===== src/rtl/seg_xlate_pkg.sv =====
package seg_xlate_pkg;
    localparam int ENT_W   = 64;
    localparam int BASE_W  = 32;
    localparam int LIM_W   = 24;
    localparam int LIM_LSB = 32;
    localparam int VLD_BIT = 56;
    localparam int RD_BIT  = 57;
    localparam int WR_BIT  = 58;
    localparam int EX_BIT  = 59;
    localparam int ENT_SHIFT = $clog2(ENT_W / 8);

    localparam logic [1:0] ACC_RD = 2'd0;
    localparam logic [1:0] ACC_WR = 2'd1;
    localparam logic [1:0] ACC_EX = 2'd2;

    typedef enum logic [1:0] {
        ST_IDLE  = 2'd0,
        ST_FETCH = 2'd1,
        ST_CHECK = 2'd2,
        ST_RESP  = 2'd3
    } st_e;

    typedef enum logic [1:0] {
        CZ_RANGE   = 2'd0,
        CZ_INVALID = 2'd1,
        CZ_PRIV    = 2'd2,
        CZ_LIMIT   = 2'd3
    } cause_e;
endpackage


===== src/rtl/seg_range_gate.sv =====
module seg_range_gate
    import seg_xlate_pkg::*;
#(
    parameter int SEG_W = 4
) (
    input  logic [SEG_W-1:0]  seg,
    input  logic [SEG_W:0]    tbl_len,
    input  logic [BASE_W-1:0] tbl_base,
    output logic              legal,
    output logic [BASE_W-1:0] ent_addr
);
    always_comb begin
        legal    = ({1'b0, seg} < tbl_len);
        ent_addr = tbl_base + (BASE_W'(seg) << ENT_SHIFT);
    end
endmodule


===== src/rtl/seg_entry_check.sv =====
module seg_entry_check
    import seg_xlate_pkg::*;
(
    input  logic [ENT_W-1:0]  entry,
    input  logic [LIM_W-1:0]  off,
    input  logic [1:0]        acc,
    output logic              fault,
    output cause_e            cause,
    output logic [BASE_W-1:0] paddr
);
    logic              allowed;
    logic [LIM_W-1:0]  seg_len;
    logic [BASE_W-1:0] seg_base;

    always_comb begin
        seg_base = entry[BASE_W-1:0];
        seg_len  = entry[LIM_LSB +: LIM_W];
        case (acc)
            ACC_RD:  allowed = entry[RD_BIT];
            ACC_WR:  allowed = entry[WR_BIT];
            ACC_EX:  allowed = entry[EX_BIT];
            default: allowed = 1'b0;
        endcase
        fault = 1'b1;
        if (!entry[VLD_BIT])      cause = CZ_INVALID;
        else if (!allowed)        cause = CZ_PRIV;
        else if (off >= seg_len)  cause = CZ_LIMIT;
        else begin
            fault = 1'b0;
            cause = CZ_RANGE;
        end
        paddr = seg_base + {{(BASE_W-LIM_W){1'b0}}, off};
    end
endmodule


===== src/rtl/seg_xlate.sv =====
module seg_xlate
    import seg_xlate_pkg::*;
#(
    parameter int SEG_W = 4
) (
    input  logic              clk,
    input  logic              rst_n,
    input  logic              req_valid,
    output logic              req_ready,
    input  logic [SEG_W-1:0]  req_seg,
    input  logic [LIM_W-1:0]  req_off,
    input  logic [1:0]        req_acc,
    input  logic [BASE_W-1:0] tbl_base,
    input  logic [SEG_W:0]    tbl_len,
    output logic              mem_req,
    output logic [BASE_W-1:0] mem_addr,
    input  logic              mem_gnt,
    input  logic              mem_rvalid,
    input  logic [ENT_W-1:0]  mem_rdata,
    output logic              rsp_valid,
    input  logic              rsp_ack,
    output logic              rsp_trap,
    output logic [1:0]        rsp_cause,
    output logic [BASE_W-1:0] rsp_paddr
);
    typedef struct packed {
        st_e               st;
        logic [SEG_W-1:0]  seg;
        logic [LIM_W-1:0]  off;
        logic [1:0]        acc;
        logic              granted;
        logic [ENT_W-1:0]  entry;
        logic              trap;
        cause_e            cause;
        logic [BASE_W-1:0] paddr;
    } regs_t;

    regs_t r_q, r_d;

    logic              gate_legal;
    logic [BASE_W-1:0] gate_addr;
    logic [SEG_W-1:0]  gate_seg;
    logic              chk_fault;
    cause_e            chk_cause;
    logic [BASE_W-1:0] chk_paddr;

    assign gate_seg = (r_q.st == ST_IDLE) ? req_seg : r_q.seg;

    seg_range_gate #(.SEG_W(SEG_W)) gate_i (
        .seg      (gate_seg),
        .tbl_len  (tbl_len),
        .tbl_base (tbl_base),
        .legal    (gate_legal),
        .ent_addr (gate_addr)
    );

    seg_entry_check check_i (
        .entry (r_q.entry),
        .off   (r_q.off),
        .acc   (r_q.acc),
        .fault (chk_fault),
        .cause (chk_cause),
        .paddr (chk_paddr)
    );

    always_comb begin
        r_d = r_q;
        case (r_q.st)
            ST_IDLE: begin
                if (req_valid) begin
                    r_d.seg     = req_seg;
                    r_d.off     = req_off;
                    r_d.acc     = req_acc;
                    r_d.granted = 1'b0;
                    if (!gate_legal) begin
                        r_d.trap  = 1'b1;
                        r_d.cause = CZ_RANGE;
                        r_d.paddr = '0;
                        r_d.st    = ST_RESP;
                    end else begin
                        r_d.st    = ST_FETCH;
                    end
                end
            end
            ST_FETCH: begin
                if (!r_q.granted) begin
                    if (mem_gnt) r_d.granted = 1'b1;
                end else if (mem_rvalid) begin
                    r_d.entry = mem_rdata;
                    r_d.st    = ST_CHECK;
                end
            end
            ST_CHECK: begin
                r_d.trap  = chk_fault;
                r_d.cause = chk_cause;
                r_d.paddr = chk_fault ? '0 : chk_paddr;
                r_d.st    = ST_RESP;
            end
            default: begin
                if (rsp_ack) r_d.st = ST_IDLE;
            end
        endcase
    end

    always_ff @(posedge clk or negedge rst_n) begin
        if (!rst_n) begin
            r_q <= '{st: ST_IDLE, cause: CZ_RANGE, default: '0};
        end else begin
            r_q <= r_d;
        end
    end

    assign req_ready = (r_q.st == ST_IDLE);
    assign mem_req   = (r_q.st == ST_FETCH) && !r_q.granted;
    assign mem_addr  = gate_addr;
    assign rsp_valid = (r_q.st == ST_RESP);
    assign rsp_trap  = r_q.trap;
    assign rsp_cause = r_q.cause;
    assign rsp_paddr = r_q.paddr;


    rsp_hold_chk: assert property (@(posedge clk) disable iff (!rst_n)
        rsp_valid && !rsp_ack |=> rsp_valid && $stable(rsp_trap)
            && $stable(rsp_cause) && $stable(rsp_paddr));


    busy_ready_chk: assert property (@(posedge clk) disable iff (!rst_n)
        rsp_valid |-> !req_ready);


    range_fetch_chk: assert property (@(posedge clk) disable iff (!rst_n)
        mem_req |-> ({1'b0, r_q.seg} < tbl_len));


    range_direct_chk: assert property (@(posedge clk) disable iff (!rst_n)
        $rose(rsp_valid) && rsp_trap && rsp_cause == 2'd0 |-> $past(req_ready));


    mem_wait_chk: assert property (@(posedge clk) disable iff (!rst_n)
        mem_req && !mem_gnt |=> mem_req && $stable(mem_addr));


    ok_paddr_chk: assert property (@(posedge clk) disable iff (!rst_n)
        rsp_valid && rsp_trap |-> rsp_paddr == '0);
endmodule


===== config.mk =====
export PLATFORM = sky130hd
export DESIGN_NAME = seg_xlate
export DESIGN_NICKNAME = d
export VERILOG_FILES = /design/src/rtl/seg_xlate_pkg.sv /design/src/rtl/seg_range_gate.sv /design/src/rtl/seg_entry_check.sv /design/src/rtl/seg_xlate.sv
export SDC_FILE = /design/constraint.sdc
export NUM_CORES = 1
export LEC_CHECK = 0
export BUFFER_PORTS_ARGS = -buffer_cell sky130_fd_sc_hd__buf_2
export CELL_PAD_IN_SITES_DETAIL_PLACEMENT = 1
export CELL_PAD_IN_SITES_GLOBAL_PLACEMENT = 1
export CORE_UTILIZATION = 28
export CTS_CLUSTER_DIAMETER = 120
export DETAILED_ROUTE_END_ITERATION = 10
export PLACE_DENSITY_LB_ADDON = 0.1
export SLEW_MARGIN = 25
export SYNTH_ARGS = -nofsm -noshare
export SYNTH_HDL_FRONTEND = slang
export SYNTH_SLANG_ARGS = --single-unit

===== constraint.sdc =====
create_clock -name clk -period 7.8 [get_ports clk]
set_clock_uncertainty 0.15 [all_clocks]
set_input_delay 0.78 -clock clk [delete_from_list [all_inputs] [get_ports clk]]
set_output_delay 0.78 -clock clk [all_outputs]
set_load 0.05 [all_outputs]

# Word-level counts from Yosys, hierarchy flattened
# Index checks and enable logic that the tools add are counted.
word_totals:
  romBits: 0
  in_bits: 137
  wordCells: 55
  latchBits: 0
  regBits: 128
  ram_bits: 0
  memories: 0
op_classes:
  muxes: 21
  n_addsub: 2
  n_eq_ne: 9
  order_cmp: 2
  bitwise: 0
  shift: 0
  n_reduce_logical: 12
  mul: 0
  div: 0
ops:
  columns: ["op", "count"]
  rows:
  - ["$mux 35", 2]
  - ["$pmux 35 s2", 1]
  - ["$mux 33", 1]
  - ["$add 32x24->32", 1]
  - ["$add 32x7->32", 1]
  - ["$mux 32", 1]
  - ["$ge 24x24->1", 1]
  - ["$mux 2", 7]
  - ["$ne 2x2->1 const B", 4]
  - ["$eq 2x2->1 const B", 3]
  - ["$pmux 2 s3", 1]
  - ["$reduce_and 3->1", 2]
  - ["$lt 4x5->1", 1]
  - ["$mux 1", 5]
  - ["$eq 2x1->1 const B", 2]
  - ["$logic_not 2->1", 2]
  - ["$mux 4", 1]
  - ["$reduce_and 2->1", 2]
  - ["$reduce_and 4->1", 1]
  - ["$reduce_bool 2->1", 2]
  - ["$reduce_bool 4->1", 1]
  - ["$pmux 1 s3", 1]
  - ["$pmux 1 s2", 1]
  - ["$logic_and 1x1->1", 1]
  - ["$logic_not 1->1", 1]

# Depth between registers and ports, before layout
logic_depth:
  depth_word: 6
  mapped_depth: 13

# Hierarchy
# Synthesis repeated with hierarchy kept, for this count alone.
hier_totals:
  hier_cells: 751
  hier_area_um2: 8336.7
modules_own_cells:
  columns: ["mod", "instances", "cells_each", "area_each_um2"]
  rows:
  - ["seg_xlate", 1, 345, 5392.7]
  - ["seg_entry_check", 1, 303, 2169.6]
  - ["seg_range_gate", 1, 103, 774.5]

# Worst setup path before layout
# Ideal clock, no wire load.
synth_timing:
  path_type: "reg-to-output"
  from: "reg r_q[131] (netlist name)"
  to: "out mem_addr[23]"
  path_stages_with_launch: 12
  slack_ns: 3.219
  arrival_ns: 3.651
  cell_sequence: "dfrtp_1 inv_1 ha_1 buf_4 mux2_4 ha_1 fa_1 a21o_1 a21oi_1 nor2_1 and3_1 xor2_1"
synth_between:
  elab_chain_len: 3
synth_rtl:
  columns: ["item", "line", "text"]
  rows:
  - ["from (decl)", "seg_xlate.sv:38", "regs_t r_q, r_d;"]
  - ["from (signal assigned)", "seg_xlate.sv:109", "r_q <= r_d;"]
  - ["$logic_not 2->1", null, null]
  - ["named net req_ready", "seg_xlate.sv:9", "output logic req_ready,"]
  - ["$mux 4", "seg_xlate.sv:47", "assign gate_seg = (r_q.st == ST_IDLE) ? req_seg : r_q.seg;"]
  - ["$add 32x7->32", "seg_range_gate.sv:14", "ent_addr = tbl_base + (BASE_W'(seg) << ENT_SHIFT);"]
  - ["to (decl)", "seg_xlate.sv:16", "output logic [BASE_W-1:0] mem_addr,"]
# The timed path passes the listed nets, and every way through them passes these cells.

# Final worst setup path
layout_timing:
  from: "reg r_q[131] (netlist name)"
  to: "out mem_addr[31]"
layout_between:
  elab_chain_len: 3
layout_rtl:
  columns: ["item", "line"]
  rows:
  - ["$logic_not 2->1", "seg_xlate.sv:47"]
  - ["$mux 4", "seg_xlate.sv:47"]
  - ["$add 32x7->32", "seg_range_gate.sv:14"]
# No other way between the ends.

==> impl_metrics.ini <==
[die]
rows = 60
start_util_pct = 28.8
die_h_um = 169
die-area_sq_um = 28500
pin_count = 207
core-area_sq_um = 27100
die_width_um = 169

[detailed_routing]
drc_errors = 0
drt_iter0_drc = 219
routedWlPerCell_um = 16.4
num_vias = 5831
dr.pass1.iters = 4
wl_um = 21100
final_antenna_net_count = 0
routed_via_density = 4.54

[global_route]
grt_max_degree = 66
grt_usage_pct = 15.6
use_met2_pct = 23.6
antenna_found_initial = 4
grtUsageMet3_pct = 3.93
grt_pass1_vias = 6176
grt_overflow = 0
grt_pass1_wl_um = 34100
grt.busiest_layer = met2
use_met1_pct = 21.8

[sta]
setup_slack_ns = 3.06
drv_slew = 0
max-slew-margin-rel_pct = 35.7
rsz0062_at_grt = no
hold_viol_final = 0
layout_min_cycle_time_ns = 4.74
fin_crit_sh_pct = 60.7
finalSetupViolations = 0
tightest_slew_ns = 0.965
fmax_mhz = 211
fin_tns_setup_ns = 0

[power_and_ir_drop]
seqPwrFrac_pct = 27.4
pwr-share-clk_pct = 21.7
ir_worst_vdd_mv = 0.226
p_leak_nw = 4.75
p_sw_w = 0.00173
cellPowerDensity_nw_per_um2 = 420
p_int_w = 0.00230
netSwitchingFraction_pct = 42.9
p_comb_share_pct = 50.9

[critical_path]
reg2reg_slack_ns = 4.08
startpoint_type = flip-flop
worstPathMaxFanout = 8
required_ns = 6.87
end_kind = output port
path_cells = inv_1 -> ha_1 -> mux2_4 -> ha_1 -> fa_1 -> a21o_1 -> a21oi_1 -> nor2_1 -> nand2_1 -> nor2_1 -> nand3_1 -> xnor2_1 -> buf_2
critical-path-slowest-cell = fa_1
arrival_ns = 3.81
r2r-start = r_q[131]$_DFFE_PN0P_
worstReg2RegEnd = rsp_paddr[29]$_DFFE_PN0P_
slowest_delay_ns = 0.42
reg2reg_depth = 10
critPathKind = flip-flop to output port

[cells_and_area]
nFillCells = 3096
final_util_pct = 35.3
fin_cells = 1283
drive_above_1_share_pct = 37.6
final_area_sq_um = 9560
seqCellArea_sq_um = 3200
fin_nets = 1096
multiInputGateArea_sq_um = 4080
area_growth_pct = 22.7

[yosys]
synth_area_leaders = dfrtp_1 41%, mux2_2 13%, ha_1 9.6%, buf_4 3.9%, nand2_1 3.2%
synth_area_per_cell_sq_um = 10.6
ys_warn_count = 0
netlist_area_sq_um = 7800
yosysSeqAreaShare_pct = 41.1
synth_edf_count = 0
synthesis.nets = 932
synth_cell_type_count = 59
ys_async_sr_fraction_pct = 100
synth_flop_cell = dfrtp_1
yosys.area.top_type = dfrtp_1
yosys.area.top_type_share_pct = 41.1
ys_seq_elements = 128
postSynthCellCount = 733

[flow_run]
drv_cap = 0

[place]
gp_congestion = 0.728
dp_slack_ns = 3.47
placed_area_sq_um = 8930
portBuffers = 196
place_hpwl_um = 16100
placedCellCount = 1250

[clock_tree]
postCtsHoldBufs = 0
cts_sinks = 128
cts.clk_slew.worst_paths_ns = 0.06
cts_tree = yes
root_buffer = clkbuf_16
clkLatencyLatePin_ns = 0.43
post_cts_buffers = 0
cts_resized = 0
numCtsBuffers = 17
clockBufferDepth = 2
htreeDepth = 4

[min_path]
min_path_type = input pin to async pin

[status]
status = complete, no violations
==> Yosys cell counts (3+ instances only) <==
master / n
mux2i_1: 3
and3_1: 7
a22o_1: 4
ha_1: 60
and2_1: 7
o21ai_0: 36
nor2_1: 28
mux2_2: 93
buf_4: 40
buf_1: 8
nand2b_1: 9
xor2_1: 21
nand2_1: 67
and4_1: 3
inv_1: 39
a211oi_1: 7
o31a_1: 3
a21oi_2: 3
nor3_1: 3
o211a_1: 5
a21oi_1: 32
xnor2_1: 28
a21o_1: 16
o21ai_1: 5
nor2b_1: 5
o21a_1: 5
nand4_1: 7
buf_6: 3
o31ai_1: 9
nand3_1: 13
dfrtp_1: 128
==> worst max path at each step <==
stage	start	endpoint	slack (ns)	cells past startpoint
after floorplan	r_q[131]$_DFFE_PN0P_	mem_addr[23]	3.22	11
after global placement	r_q[131]$_DFFE_PN0P_	mem_addr[29]	3.48	13
after detailed placement	r_q[130]$_DFFE_PN0P_	mem_addr[31]	3.47	13
after CTS	r_q[131]$_DFFE_PN0P_	mem_addr[31]	3.00	13
after global routing	r_q[131]$_DFFE_PN0P_	mem_addr[29]	2.75	13
final	r_q[131]$_DFFE_PN0P_	mem_addr[31]	3.06	13
==> per-stage QoR <==
stage / power, W / hold WS (ns)
2_1_floorplan: 0.00268 / 0.299
3_3_place_gp: 0.00315 / 0.309
3_5_place_dp: 0.00319 / 0.317
4_1_cts: 0.00409 / 0.220
5_1_grt: 0.00437 / 0.229
6_report: 0.00402 / 0.201
==> area by class of cell <==
type / instances / share of cell area [%]
tap: 372 / 4.87
antenna: 1 / 0.0262
sequential: 128 / 33.5
timing repair buffer: 199 / 10.8
clock buffer: 17 / 4.45
inverter: 39 / 1.53
multi-input combinational: 512 / 42.7
clock inverter: 15 / 2.18
==> sequential cells by signal, summed over array words and instances (netlist names) <==
name / count
rsp_cause: 2
rsp_paddr: 32
rsp_trap: 1
r_q: 93
==> layer usage <==
| metal | routed length, um | vias to the layer above |
|---|---|---|
| li1 | - | 2879 |
| met1 | 10700 | 2806 |
| met2 | 9150 | 113 |
| met3 | 985 | 25 |
| met4 | 184 | 8 |
| met5 | 45 | - |
==> cell usage in the layout, fill, tap and decap left out, types with 4 or more instances in the layout <==
cell type and n:
o21ai_1 5, xnor2_1 28, dfrtp_1 128, inv_1 39, nor2b_1 5, mux2_2 93, o21a_1 5, a21oi_1 32
o211a_1 5, xor2_1 21, and2_1 7, o31ai_1 9, clkinv_4 4, nand3_1 12, a21o_1 16, a211oi_1 7
ha_1 60, and3_1 7, a22o_1 4, o21ai_0 36, nor2_1 28, clkbuf_16 17, nand2_1 67, nand2b_1 9
buf_2 195, nand4_1 7, bufinv_16 4
==> critical path: cells and delay by family (launching register included) <==
| family | cells | cell delay, ns |
|---|---|---|
| flip-flops | 1 | 0.41 |
| adder cells (fa/ha/maj) | 3 | 1.03 |
| multiplexers | 1 | 0.35 |
| AND/OR/NAND/NOR | 4 | 0.51 |
| XOR/XNOR | 1 | 0.11 |
| buffers and inverters | 2 | 0.43 |
| AO/OA/AOI/OAI | 2 | 0.55 |
==> kinds of logic after synthesis <==
logic type / count (synthesis) / share of synthesized area (%)
AOI/OAI and AO/OA: 144 / 12.4
xor gates and xnor gates: 49 / 5.50
adders and majority gates: 62 / 10.1
buffers and inverters: 93 / 6.82
DFF: 128 / 41.1
muxes: 97 / 14.0
and+or+nand+nor: 160 / 10.0
==> power groups by stage <==
stage                     clock network, W  registers, W  logic, W
after floorplan                          0       0.00104   0.00163
after global placement                   0       0.00111   0.00204
after detailed placement                 0       0.00112   0.00207
after CTS                         0.000899       0.00111   0.00208
after global routing              0.000926       0.00115   0.00230
final                             0.000873       0.00110   0.00205
No activity file was read; power rests on OpenSTA's default activity.
